File: config.mk
export PLATFORM = sky130hd
export DESIGN_NAME = link_fault_injector
export DESIGN_NICKNAME = d
export VERILOG_FILES = /design/src/rtl/lfi_pkg.sv /design/src/rtl/lfi_cfg_reg.sv /design/src/rtl/lfi_delay_lane.sv /design/src/rtl/lfi_fault_apply.sv /design/src/rtl/link_fault_injector.sv
export SDC_FILE = /design/constraint.sdc
export NUM_CORES = 1
export LEC_CHECK = 0
export BUFFER_PORTS_ARGS = -buffer_cell sky130_fd_sc_hd__buf_4
export CAP_MARGIN = 20
export CORE_ASPECT_RATIO = 0.7
export CORE_MARGIN = 2
export CORE_UTILIZATION = 63
export CTS_BUF_LIST = sky130_fd_sc_hd__clkbuf_8
export CTS_CLUSTER_DIAMETER = 30
export DETAILED_ROUTE_END_ITERATION = 8
export HOLD_SLACK_MARGIN = 0.03
export PLACE_DENSITY = 0.82
export SLEW_MARGIN = 10
export SYNTH_ARGS = -nofsm -noshare
export SYNTH_HDL_FRONTEND = slang
export SYNTH_SLANG_ARGS = --single-unit
export TNS_END_PERCENT = 5
File: constraint.sdc
create_clock -name clk -period 3.12 [get_ports clk]
set_input_delay 0.312 -clock clk [delete_from_list [all_inputs] [get_ports clk]]
set_output_delay 0.312 -clock clk [all_outputs]
set_load 0.005 [all_outputs]
File: src/rtl/lfi_pkg.sv
package lfi_pkg;
  localparam int KIND_W = 3;

  typedef enum logic [KIND_W-1:0] {
    FK_NONE   = 3'd0,
    FK_INVERT = 3'd1,
    FK_STUCK0 = 3'd2,
    FK_STUCK1 = 3'd3,
    FK_BRIDGE = 3'd4,
    FK_DELAY  = 3'd5
  } fault_kind_e;
endpackage

File: src/rtl/lfi_cfg_reg.sv
module lfi_cfg_reg
  import lfi_pkg::*;
#(
  parameter int IDX_W = 5,
  parameter int DLY_W = 3
) (
  input  logic              clk,
  input  logic              rst,
  input  logic              freeze,
  input  logic              load,
  input  logic              en_d,
  input  logic [KIND_W-1:0] kind_d,
  input  logic [IDX_W-1:0]  wa_d,
  input  logic [IDX_W-1:0]  wb_d,
  input  logic [DLY_W-1:0]  dly_d,
  output logic              en_q,
  output logic [KIND_W-1:0] kind_q,
  output logic [IDX_W-1:0]  wa_q,
  output logic [IDX_W-1:0]  wb_q,
  output logic [DLY_W-1:0]  dly_q
);
  logic take;
  assign take = load & freeze;

  always_ff @(posedge clk) begin
    if (rst) begin
      en_q   <= 1'b0;
      kind_q <= FK_NONE;
      wa_q   <= '0;
      wb_q   <= '0;
      dly_q  <= '0;
    end else if (take) begin
      en_q   <= en_d;
      kind_q <= kind_d;
      wa_q   <= wa_d;
      wb_q   <= wb_d;
      dly_q  <= dly_d;
    end
  end

  // a strobe outside a freeze leaves the stored fault alone
  a_r9_load_gated: assert property (@(posedge clk) disable iff (rst)
    !(load && freeze) |=> $stable({en_q, kind_q, wa_q, wb_q, dly_q}));

  // an accepted strobe stores the presented configuration
  a_r9_load_taken: assert property (@(posedge clk) disable iff (rst)
    (load && freeze) |=> ({en_q, kind_q, wa_q, wb_q, dly_q} ==
                          $past({en_d, kind_d, wa_d, wb_d, dly_d})));
endmodule

File: src/rtl/lfi_delay_lane.sv
module lfi_delay_lane #(
  parameter int MAX_DELAY = 7,
  parameter int DLY_W     = 3
) (
  input  logic             clk,
  input  logic             rst,
  input  logic             din,
  input  logic [DLY_W-1:0] depth,
  output logic             tap
);
  logic [MAX_DELAY-1:0] sr;

  always_ff @(posedge clk) begin
    if (rst) sr <= '0;
    else     sr <= {sr[MAX_DELAY-2:0], din};
  end

  always_comb begin
    if (depth == '0)
      tap = din;
    else if (int'(depth) > MAX_DELAY)
      tap = sr[MAX_DELAY-1];
    else
      tap = sr[int'(depth)-1];
  end
endmodule

File: src/rtl/lfi_fault_apply.sv
module lfi_fault_apply
  import lfi_pkg::*;
#(
  parameter int WIDTH = 32,
  parameter int IDX_W = 5
) (
  input  logic [WIDTH-1:0]  bus,
  input  logic [WIDTH-1:0]  late,
  input  logic              en,
  input  logic [KIND_W-1:0] kind,
  input  logic [IDX_W-1:0]  wa,
  input  logic [IDX_W-1:0]  wb,
  output logic [WIDTH-1:0]  faulted
);
  logic [WIDTH-1:0] sel_a;
  logic [WIDTH-1:0] sel_b;
  logic             drv;

  for (genvar i = 0; i < WIDTH; i++) begin : g_sel
    assign sel_a[i] = (wa == IDX_W'(i));
    assign sel_b[i] = (wb == IDX_W'(i));
  end

  assign drv = |(bus & sel_a);

  for (genvar i = 0; i < WIDTH; i++) begin : g_wire
    always_comb begin
      faulted[i] = bus[i];
      if (en) begin
        case (kind)
          FK_INVERT: if (sel_a[i]) faulted[i] = ~bus[i];
          FK_STUCK0: if (sel_a[i]) faulted[i] = 1'b0;
          FK_STUCK1: if (sel_a[i]) faulted[i] = 1'b1;
          FK_BRIDGE: if (sel_b[i] && !sel_a[i]) faulted[i] = drv;
          FK_DELAY:  if (sel_a[i]) faulted[i] = late[i];
          default:   faulted[i] = bus[i];
        endcase
      end
    end
  end
endmodule

File: src/rtl/link_fault_injector.sv
module link_fault_injector
  import lfi_pkg::*;
#(
  parameter int WIDTH     = 32,
  parameter int MAX_DELAY = 7,
  localparam int IDX_W    = $clog2(WIDTH),
  localparam int DLY_W    = $clog2(MAX_DELAY + 1)
) (
  input  logic              clk,
  input  logic              rst,
  input  logic              freeze,
  input  logic              cfg_load,
  input  logic              fault_en,
  input  logic [KIND_W-1:0] fault_type,
  input  logic [IDX_W-1:0]  fault_wire,
  input  logic [IDX_W-1:0]  fault_peer,
  input  logic [DLY_W-1:0]  fault_delay,
  input  logic [WIDTH-1:0]  bus_in,
  output logic [WIDTH-1:0]  bus_out
);
  logic              en_q;
  logic [KIND_W-1:0] kind_q;
  logic [IDX_W-1:0]  wa_q;
  logic [IDX_W-1:0]  wb_q;
  logic [DLY_W-1:0]  dly_q;
  logic [WIDTH-1:0]  late;
  logic [WIDTH-1:0]  faulted;

  lfi_cfg_reg #(.IDX_W(IDX_W), .DLY_W(DLY_W)) u_cfg (
    .clk(clk), .rst(rst), .freeze(freeze), .load(cfg_load),
    .en_d(fault_en), .kind_d(fault_type), .wa_d(fault_wire),
    .wb_d(fault_peer), .dly_d(fault_delay),
    .en_q(en_q), .kind_q(kind_q), .wa_q(wa_q), .wb_q(wb_q), .dly_q(dly_q)
  );

  for (genvar i = 0; i < WIDTH; i++) begin : g_lane
    lfi_delay_lane #(.MAX_DELAY(MAX_DELAY), .DLY_W(DLY_W)) u_lane (
      .clk(clk), .rst(rst), .din(bus_in[i]), .depth(dly_q), .tap(late[i])
    );
  end

  lfi_fault_apply #(.WIDTH(WIDTH), .IDX_W(IDX_W)) u_apply (
    .bus(bus_in), .late(late), .en(en_q), .kind(kind_q),
    .wa(wa_q), .wb(wb_q), .faulted(faulted)
  );

  always_ff @(posedge clk) begin
    if (rst) bus_out <= '0;
    else     bus_out <= faulted;
  end

  // Cycles seen since reset, used only to keep $past inside the post-reset window
  logic [1:0] warm;
  always_ff @(posedge clk) begin
    if (rst)              warm <= '0;
    else if (warm != 2'd3) warm <= warm + 2'd1;
  end

  logic quiet;
  assign quiet = !en_q || !(kind_q inside {FK_INVERT, FK_STUCK0, FK_STUCK1, FK_BRIDGE, FK_DELAY});

  // a disarmed or unknown fault is a plain one-cycle pipe
  a_r2_pass: assert property (@(posedge clk) disable iff (rst)
    (warm != 2'd0 && quiet) |=> bus_out == $past(bus_in));

  // the selected wire comes out inverted
  a_r3_invert: assert property (@(posedge clk) disable iff (rst)
    (warm != 2'd0 && en_q && kind_q == FK_INVERT) |=>
      bus_out == ($past(bus_in) ^ (WIDTH'(1) << $past(wa_q))));

  // the selected wire is held low
  a_r4_stuck0: assert property (@(posedge clk) disable iff (rst)
    (en_q && kind_q == FK_STUCK0) |=> !bus_out[$past(wa_q)]);

  // the selected wire is held high
  a_r5_stuck1: assert property (@(posedge clk) disable iff (rst)
    (en_q && kind_q == FK_STUCK1) |=> bus_out[$past(wa_q)]);

  // the victim wire repeats the driver wire
  a_r6_bridge: assert property (@(posedge clk) disable iff (rst)
    (en_q && kind_q == FK_BRIDGE) |=> bus_out[$past(wb_q)] == bus_out[$past(wa_q)]);

  // a one-cycle delay fault shows the input from two cycles back
  a_r8_delay1: assert property (@(posedge clk) disable iff (rst)
    (warm >= 2'd2 && en_q && kind_q == FK_DELAY && dly_q == DLY_W'(1)) |=>
      bus_out[$past(wa_q)] == $past(bus_in[wa_q], 2));

  // outside delay mode at most one wire differs from the input
  a_r10_single_wire: assert property (@(posedge clk) disable iff (rst)
    (warm != 2'd0 && !(en_q && kind_q == FK_DELAY)) |=>
      $countones(bus_out ^ $past(bus_in)) <= 1);
endmodule

==> impl_metrics.toml, run 1 <==
[outcome]
status = "completed"

[worst_setup_path]
critical_path.cell_chain = "buf_4 > and3b_1 > nand2_1 > inv_1 > ha_1 > nor4_1 > nand4_1 > o21ai_1 > buf_4 > nor2_1 > o41a_1"
worstPathArrival_ns = 3.38
crit_top_cell = "buf_4"
critical_path_buf_inv_count = 3
end_kind = "flop"
ff2ff_setup_slack_ns = 0.16
critPathMaxFanout = 11
crit_family = "simple AND/OR/NAND/NOR gates"
cpPeakStageDelay_ns = 0.43
start_kind = "flop"
required_ns = 3.54
setup.worst_path.class = "flop to flop"
critPathSlowestCell = "dfxtp_1"

[timing]
hold_viol_final = 0
post-route-period-util = 0.950
slew_headroom = 0.420
hold_slack_ns = 0.0514
tns_ns = 0
finalMaxSlewViolations = 0
skew_ns = 0.0188
tightest_slew_ns = 0.870
max_freq_ghz = 0.337
rsz0062_at_grt = "no"
setup_violations = 0
layout_min_cycle_time_ns = 2.96

[final_layout]
final_common_cell = "dfxtp_1"
diodes = 0
nets = 1684
stdcell_count = 1841
finish.instance_area_um2 = 15500
drive_gt1_frac = 0.185
syn2layout_area_growth_pct = 15.2
final_cell_mix = "dfxtp_1 (269), nor2b_1 (197), buf_4 (133)"

[clock_network]
clk_pin_slew_ns = 0.06
root_buffer = "clkbuf_8"
postCtsSetupRepairBufs = 0
cts_buffers = 44
clock_path_buffers = 3
cts_tree = "built"
worstSkewPairLatency_ns = 0.56
cts-htree-levels = 2
cts.sinks = 273

[logic_synthesis]
synth_area_um2 = 13500
synth_nets = 1594
synth_xor_area_frac = 0.00130
synth_cell_types = 75
ys_dominant_reg_cell = "dfxtp_1"
ys_warn_count = 0
ys_seq_area_frac = 0.405
synthSimpleGateAreaFrac = 0.217
synth_area_per_cell_um2 = 9.35
synth.mux.area_fraction = 0.0951
async_reset_ff_frac = 0
synth_top_family_by_area = "simple AND/OR/NAND/NOR gates"
synth_edf_count = 0
synth_cells = 1443
synth_adder_area_share = 0.0909
synth_seq_cells = 273
synth_compound_area_frac = 0.127

[die]
die-area_um2 = 22600
io_pins = 85
start_util = 0.646
dieWidth_um = 179
placementRows = 44
core_area_um2 = 20900
die_h_um = 126

[global_routing]
grt_use_total = 0.370
overflow = 0
grt_pass1_vias = 10900
grt_pass1_wl_mm = 63.6
grt_max_degree = 170
grt_antenna_before_repair = 0

[power_and_ir_drop]
powerDensity_nw_per_um2 = 497
ir_drop_mv = 0.430
total_power_mw = 7.72
leakagePower_nw = 6.61

[worst_hold_path]
hp-class = "primary input to flop"

[placement]
place.gp.congestion = 1.04
place_area_um2 = 14500
dpl.cell_count = 1750
io_buffers = 84
dp_hpwl_mm = 28.8

[flow_run]
maxCapViolCount = 0

[routing]
first_pass_iters = 6
wl_mm = 41.8
vias = 11400
drtIter0Drc = 1576
viasPerCell = 6.21
ant_nets = 0
routedWlPerCell_um = 22.7
drc = 0
-- cell type report --
cell class              instances  area, um^2
well taps                     276         345
flip-flops and latches        273        5470
clock buffers                  54         743
repair buffers                154        1280
inverters                      88         330
multi-input cells             972        7210
fillers                      1536        5330
clock inverters                24         153
-- through the flow --
stage,setup slack (ns),util
final,0.156,0.745
after global routing,0.0394,0.745
after CTS,0.182,0.744
after detailed placement,0.209,0.695
after global placement,0.248,0.695
after floorplan,0.334,-
-- worst paths after layout --
check,from,endpoint,cells past startpoint
worst max-delay path,u_cfg.wa_q[3]$_SDFFE_PP0P_,bus_out[9]$_SDFF_PP0_,11
worst min-delay path,bus_in[19],bus_out[19]$_SDFF_PP0_,3
worst max register to register,u_cfg.wa_q[3]$_SDFFE_PP0P_,bus_out[9]$_SDFF_PP0_,11
worst min register to register,g_lane[30].u_lane.sr[2]$_SDFF_PP0_,g_lane[30].u_lane.sr[3]$_SDFF_PP0_,1
-- flip-flops by register name, indices dropped and copies added (netlist names) --
name,cells
bus_out,32
g_lane.u_lane.sr,224
u_cfg.wb_q,5
u_cfg.kind_q,3
u_cfg.dly_q,3
u_cfg.wa_q,5
u_cfg.en_q,1
-- power by group --
group | total, mW | leakage [nW] | switching (mW) | internal [mW]
combinational | 0.975 | 3.87 | 0.587 | 0.388
clock | 3.09 | 0.517 | 1.43 | 1.66
sequential | 3.66 | 2.23 | 0.0699 | 3.59
-- what timing repair did --
| item | 4_1_cts | 5_1_grt |
|---|---|---|
| gates resized for setup | 0 | 3 |
| endpoints found under the hold margin | 12 | 1 |
| endpoints found under the setup margin | 0 | 29 |
| hold buffers | 12 | 1 |
-- cell families (layout without fill, tap and decap cells) --
family | after synthesis | in the layout
AO/OA/AOI/OAI | 242 | 242
buffers and inverters | 198 | 320
multiplexers | 83 | 83
adder cells (fa/ha/maj) | 98 | 98
AND/OR/NAND/NOR | 547 | 547
XOR/XNOR | 2 | 2
flip-flops | 273 | 273
-- per-layer routing --
metal	vias up	track usage	routed length (um)
met5	-	0	0
met4	0	0.121	1320
met3	109	0.0770	4380
met2	664	0.559	18200
met1	5442	0.528	17900
li1	5211	-	-
-- cells in the mapped netlist (all sizes together), types with 5 or more instances --
master	instances	share of area
dfxtp	273	0.41
nor2b	199	0.092
nor2	129	0.036
ha	98	0.091
inv	88	0.024
nand2	85	0.024
a21oi	61	0.023
buf	56	0.024
clkbuf	54	0.015
a221oi	35	0.023
nor4	33	0.016
mux2	32	0.027
mux4	32	0.054
o22ai	28	0.013
nor3	24	0.0093
o21ai	23	0.0085
mux2i	19	0.014
nand3	17	0.0063
nand4	15	0.0070
o311ai	15	0.0097
a22o	14	0.0091
o211ai	12	0.0071
o31a	10	0.0065
nand2b	8	0.0037
and3	7	0.0032
a211oi	5	0.0028
a221o	5	0.0037
a32oi	5	0.0032
nor3b	5	0.0047
-- worst register-to-register path, cell delays in order, from the launching register on --
cell     delay [ns]
dfxtp_1        0.43
buf_4          0.22
and3b_1        0.23
nand2_1        0.14
inv_1          0.05
ha_1           0.17
nor4_1         0.40
nand4_1        0.20
o21ai_1        0.32
buf_4          0.26
nor2_1         0.08
o41a_1         0.34
(Power assumes the default switching activity.)
==> run 2, diff against run 1 <==
- clock period: 3.12 -> 2.74 ns (I/O delays scaled with it)
==> impl_metrics.toml, run 2 (same netlist as run 1, synthesis figures left out) <==
[outcome]
status = "completed"

[die]
placementRows = 44
io_pins = 85
core_area_um2 = 20900
dieWidth_um = 179
die_h_um = 126
die-area_um2 = 22600
start_util = 0.646

[final_layout]
final_common_cell = "dfxtp_1"
final_cell_mix = "dfxtp_1 (265), buf_4 (204), nor2b_1 (198)"
diodes = 0
nets = 1796
nFillCells = 1310
multi_input_area_um2 = 7320
drive_gt1_frac = 0.237
top_regs = "g_lane.u_lane.sr x224, bus_out x32"
syn2layout_area_growth_pct = 23.5
largest_reg_flops = 224
stdcell_count = 1953
ff_latch_area_um2 = 5490
top_register = "g_lane.u_lane.sr"

[placement]
place.gp.congestion = 1.01
io_buffers = 84
dp_hpwl_mm = 29.8
dpl.cell_count = 1821

[global_routing]
grt_max_degree = 144
grt_antenna_before_repair = 0
grt_pass1_vias = 11900
overflow = 0
grt_pass1_wl_mm = 67.5
grt_use_total = 0.395

[timing]
skew_ns = 0.0304
hold_viol_final = 0
setup_violations = 0
rsz0062_at_grt = "yes"
post-route-period-util = 0.988
tightest_slew_ns = 0.701
slew_headroom = 0.532
max_freq_ghz = 0.369
tns_ns = 0
finalMaxSlewViolations = 0
layout_min_cycle_time_ns = 2.71

[power_and_ir_drop]
total_power_mw = 9.12
ir_drop_mv = 0.580
powerDensity_nw_per_um2 = 547
leakagePower_nw = 7.14

[clock_network]
worstSkewPairLatency_ns = 0.60
cts.sinks = 273
cts_buffers = 45
root_buffer = "clkbuf_8"
cts_tree = "built"
clock_path_buffers = 3
clk_pin_slew_ns = 0.06
cts-htree-levels = 2

[routing]
first_pass_iters = 6
wl_mm = 44.9
drtIter0Drc = 1344
viasPerCell = 6.21
met2WireLength_mm = 19.4
routedWlPerCell_um = 23.0
ant_nets = 0
wl_met1_mm = 18.3
drc = 0
route.met3.wl_mm = 4.86
vias = 12100
highest_layer = "met4"

[worst_hold_path]
hp-class = "primary input to flop"

[worst_setup_path]
setup.worst_path.class = "flop to flop"
start_kind = "flop"
end_kind = "flop"
worstPathArrival_ns = 3.17
critPathMaxFanout = 9
required_ns = 3.21

[flow_run]
maxCapViolCount = 0
run 2: cell count changes in the layout (fill, tap and decap cells not counted), moves of 5 or more:
cell / before / now
buf_4: 133 / 204
clkinvlp_4: 1 / 6
dfxtp_4: 1 / 6
dlygate4sd3_1: 13 / 47
inv_1: 103 / 96
nand2_1: 85 / 80
nand2_2: 0 / 5
nor4_1: 31 / 26
run 2: final timing paths:
kind / from / to / slack, ns / depth (start not counted)
max reg2reg: u_cfg.wa_q[3]$_SDFFE_PP0P_ / bus_out[23]$_SDFF_PP0_ / 0.03 / 11
min reg2reg: g_lane[13].u_lane.sr[2]$_SDFF_PP0_ / g_lane[13].u_lane.sr[3]$_SDFF_PP0_ / 0.45 / 1
max: u_cfg.wa_q[3]$_SDFFE_PP0P_ / bus_out[23]$_SDFF_PP0_ / 0.03 / 11
min: bus_in[0] / bus_out[0]$_SDFF_PP0_ / 0.07 / 3
run 2: area by class of cell:
| cell class | instances | share of cell area |
|---|---|---|
| Tap cell | 276 | 0.0207 |
| Sequential cell | 273 | 0.330 |
| Clock inverter | 24 | 0.0105 |
| Multi-Input combinational cell | 973 | 0.440 |
| Timing Repair Buffer | 264 | 0.134 |
| Clock buffer | 55 | 0.0454 |
| Inverter | 88 | 0.0198 |
run 2: power by group:
| part | internal (mW) | total [mW] | switching (mW) |
|---|---|---|---|
| Sequential | 4.08 | 4.15 | 0.0726 |
| Clock | 1.94 | 3.69 | 1.75 |
| Combinational | 0.536 | 1.27 | 0.734 |
| Total | 6.56 | 9.12 | 2.56 |
run 2: routing by layer:
layer / global-route usage / up-vias
met2: 0.600 / 782
met5: 0 / -
met1: 0.528 / 5754
li1: - / 5437
met3: 0.0938 / 154
met4: 0.196 / 0
run 2: metrics by stage:
stage	hold WS [ns]	utilization	area, um^2	setup WS [ns]
finish	0.0695	0.798	16700	0.0317
global route	0.0637	0.798	16700	-0.0263
CTS	0.0398	0.791	16500	0.0350
detailed placement	0.446	0.722	15100	-0.345
global placement	0.436	0.722	15100	-0.259
floorplan	0.410	-	13500	0.000633
run 2: critical path: stages, from the launching register on:
cell and delay [ns]:
dfxtp_4 0.37, buf_4 0.14, nor3b_4 0.17, nand2_1 0.09, inv_1 0.05, ha_1 0.24, nor4_2 0.36, nand4_1 0.27
o21ai_2 0.32, buf_4 0.24, nor2_1 0.07, o31a_1 0.27
run 2: repair_timing:
action,4_1_cts,5_1_grt
hold endpoints to repair,66,0
cloned,0,2
endpoints found under the setup margin,31,22
buffers inserted,0,4
resized for setup,7,35
pin swaps,0,11
hold buffers,47,0
==> run 3, diff against run 2 <==
- ABC_AREA: not set -> 1
==> impl_metrics.toml, run 3 <==
[placement]
dp_hpwl_mm = 28.1
place.gp.congestion = 0.976
io_buffers = 84

[final_layout]
largest_reg_flops = 224
diodes = 0
final_cell_mix = "nand2_1 (577), nor2_1 (421), inv_1 (351)"
nets = 2477
nFillCells = 1759
final_common_cell = "nand2_1"
top_regs = "g_lane.u_lane.sr x224, bus_out x32"
drive_gt1_frac = 0.0970
syn2layout_area_growth_pct = 16.5
top_register = "g_lane.u_lane.sr"

[worst_setup_path]
cpPeakStageDelay_ns = 0.48
required_ns = 3.22
crit_family = "simple AND/OR/NAND/NOR gates"
worstPathArrival_ns = 3.02
setup.worst_path.class = "flop to flop"
start_kind = "flop"
end_kind = "flop"
critPathMaxFanout = 13
critical_path.cell_chain = "inv_1 > nor2_1 > nand3_1 > inv_1 > ha_1 > nor2_1 > nand2_1 > nor2_1 > nand2_1 > nor2_4 > buf_12 > nand2_1 > nand2_1 > nand2_1 > nor2_1 > nor2_1"
critPathSlowestCell = "nor2_1"
critical_path_buf_inv_count = 3

[logic_synthesis]
async_reset_ff_frac = 0
post-synth-top-count-cell = "nand2_1"
ys_warn_count = 0
synth_edf_count = 0
yosys-top-cells-count = "nand2_1 (578), nor2_1 (424), inv_1 (342)"
synth_area_um2 = 14200
synthTopCellsByArea = "dfxtp_1 (38%), nand2_1 (15%), nor2_1 (11%)"
ys_seq_area_frac = 0.385
synth_nets = 2377
yosysTopAreaCell = "dfxtp_1"
synth_cell_types = 19
synth_cells = 2226
synth_area_per_cell_um2 = 6.39
synth_seq_cells = 273
netlist.area_leader.share = 0.385
ys_dominant_reg_cell = "dfxtp_1"

[clock_network]
worstSkewPairLatency_ns = 0.57
cts_tree = "built"
cts-htree-levels = 2
clock_path_buffers = 3
cts_buffers = 46
clk_pin_slew_ns = 0.06
root_buffer = "clkbuf_8"
cts.sinks = 273

[global_routing]
grt_use_total = 0.358
grt_pass1_vias = 12800
overflow = 0
grt_pass1_wl_mm = 67.3
grt_max_degree = 196
grt_antenna_before_repair = 0

[power_and_ir_drop]
total_power_mw = 9.48
powerDensity_nw_per_um2 = 573
leakagePower_nw = 8.11
ir_drop_mv = 0.481

[timing]
post-route-period-util = 0.926
hold_viol_final = 0
tightest_slew_ns = 1.00
slew_headroom = 0.330
setup_violations = 0
tns_ns = 0
layout_min_cycle_time_ns = 2.54
skew_ns = 0.0209
finalMaxSlewViolations = 0
rsz0062_at_grt = "no"
max_freq_ghz = 0.394
hold_slack_ns = 0.0361

[die]
dieWidth_um = 184
die-area_um2 = 23800
io_pins = 85
die_h_um = 130
placementRows = 45
start_util = 0.649
core_area_um2 = 21900

[routing]
ant_nets = 0
first_pass_iters = 5
viasPerCell = 5.34
vias = 14100
routedWlPerCell_um = 16.1
wl_mm = 42.6
drtIter0Drc = 1335
drc = 0

[outcome]
status = "completed"

[worst_hold_path]
hp-class = "primary input to flop"

[flow_run]
maxCapViolCount = 0
==> run 3: cell types whose count changed in the layout (fill, tap and decap cells not counted), sizes merged, moves of 35 or more <==
cell / delta
nor2: +298
nand2: +493
nor2b: -199
inv: +260
nand3: +206
a221oi: -35
buf: -79
==> run 3: metal layers <==
metal  GRT usage  up-vias  wire length, um
li1            -     6909                -
met1       0.506     6385            18500
met2       0.549      732            18200
met3      0.0781       81             4900
met4       0.111        0              986
met5           0        -                0
==> run 3: kinds of logic (layout without fill, tap and decap cells) <==
logic type | count (synthesis) | in the layout | share of synthesized area
buffers and inverters | 461 | 596 | 0.124
adders and majority gates | 98 | 98 | 0.0863
AOI/OAI and AO/OA | 138 | 138 | 0.0488
DFF | 273 | 273 | 0.385
and+or+nand+nor | 1256 | 1257 | 0.356
==> run 3: worst reg2reg max path: stages, from the launching register on <==
cell     delay [ns]
dfxtp_1        0.39
inv_1          0.08
nor2_1         0.48
nand3_1        0.33
inv_1          0.13
ha_1           0.17
nor2_1         0.05
nand2_1        0.05
nor2_1         0.04
nand2_1        0.15
nor2_4         0.10
buf_12         0.16
nand2_1        0.08
nand2_1        0.05
nand2_1        0.06
nor2_1         0.05
nor2_1         0.09
==> run 3: timing repair <==
| item | CTS | global route |
|---|---|---|
| setup buffers | 0 | 2 |
| endpoints found under the setup margin | 0 | 25 |
| hold buffers | 26 | 0 |
| resized for setup | 0 | 4 |
| endpoints found under the hold margin | 26 | 0 |
==> run 3: worst paths after layout <==
check,depth (start not counted),end,startpoint,slack (ns)
max reg2reg,16,bus_out[26]$_SDFF_PP0_,u_cfg.wa_q[2]$_SDFFE_PP0P_,0.20
max,16,bus_out[26]$_SDFF_PP0_,u_cfg.wa_q[2]$_SDFFE_PP0P_,0.20
min reg2reg,2,g_lane[27].u_lane.sr[3]$_SDFF_PP0_,g_lane[27].u_lane.sr[2]$_SDFF_PP0_,0.41
min,3,u_cfg.wb_q[2]$_SDFFE_PP0P_,fault_peer[2],0.04
==> run 3: report_power, final <==
part / internal [mW] / switching [mW] / leakage, nW
combinational: 0.489 / 1.00 / 5.35
sequential: 4.09 / 0.0688 / 2.23
clock: 2.08 / 1.75 / 0.533
total: 6.66 / 2.82 / 8.11
==> run 3: cell type report <==
cell class,count,area [um^2],share of cell area
clock inverters,28,220,0.0133
multi-input cells,1493,7030,0.425
inverters,348,1310,0.0789
well taps,282,353,0.0213
flip-flops and latches,273,5470,0.330
clock buffers,56,771,0.0466
repair buffers,164,1410,0.0849
==> run 3: metrics by stage <==
stage | std cells | utilization | instance area [um^2] | worst slack (ns)
finish | 2644 | 0.756 | 16600 | 0.204
CTS | 2639 | 0.753 | 16500 | 0.137
global route | 2644 | 0.756 | 16600 | 0.00143
detailed placement | 2529 | 0.695 | 15200 | 0.129
global placement | 2529 | 0.695 | 15200 | 0.239
floorplan | 2226 | - | 14200 | 0.372
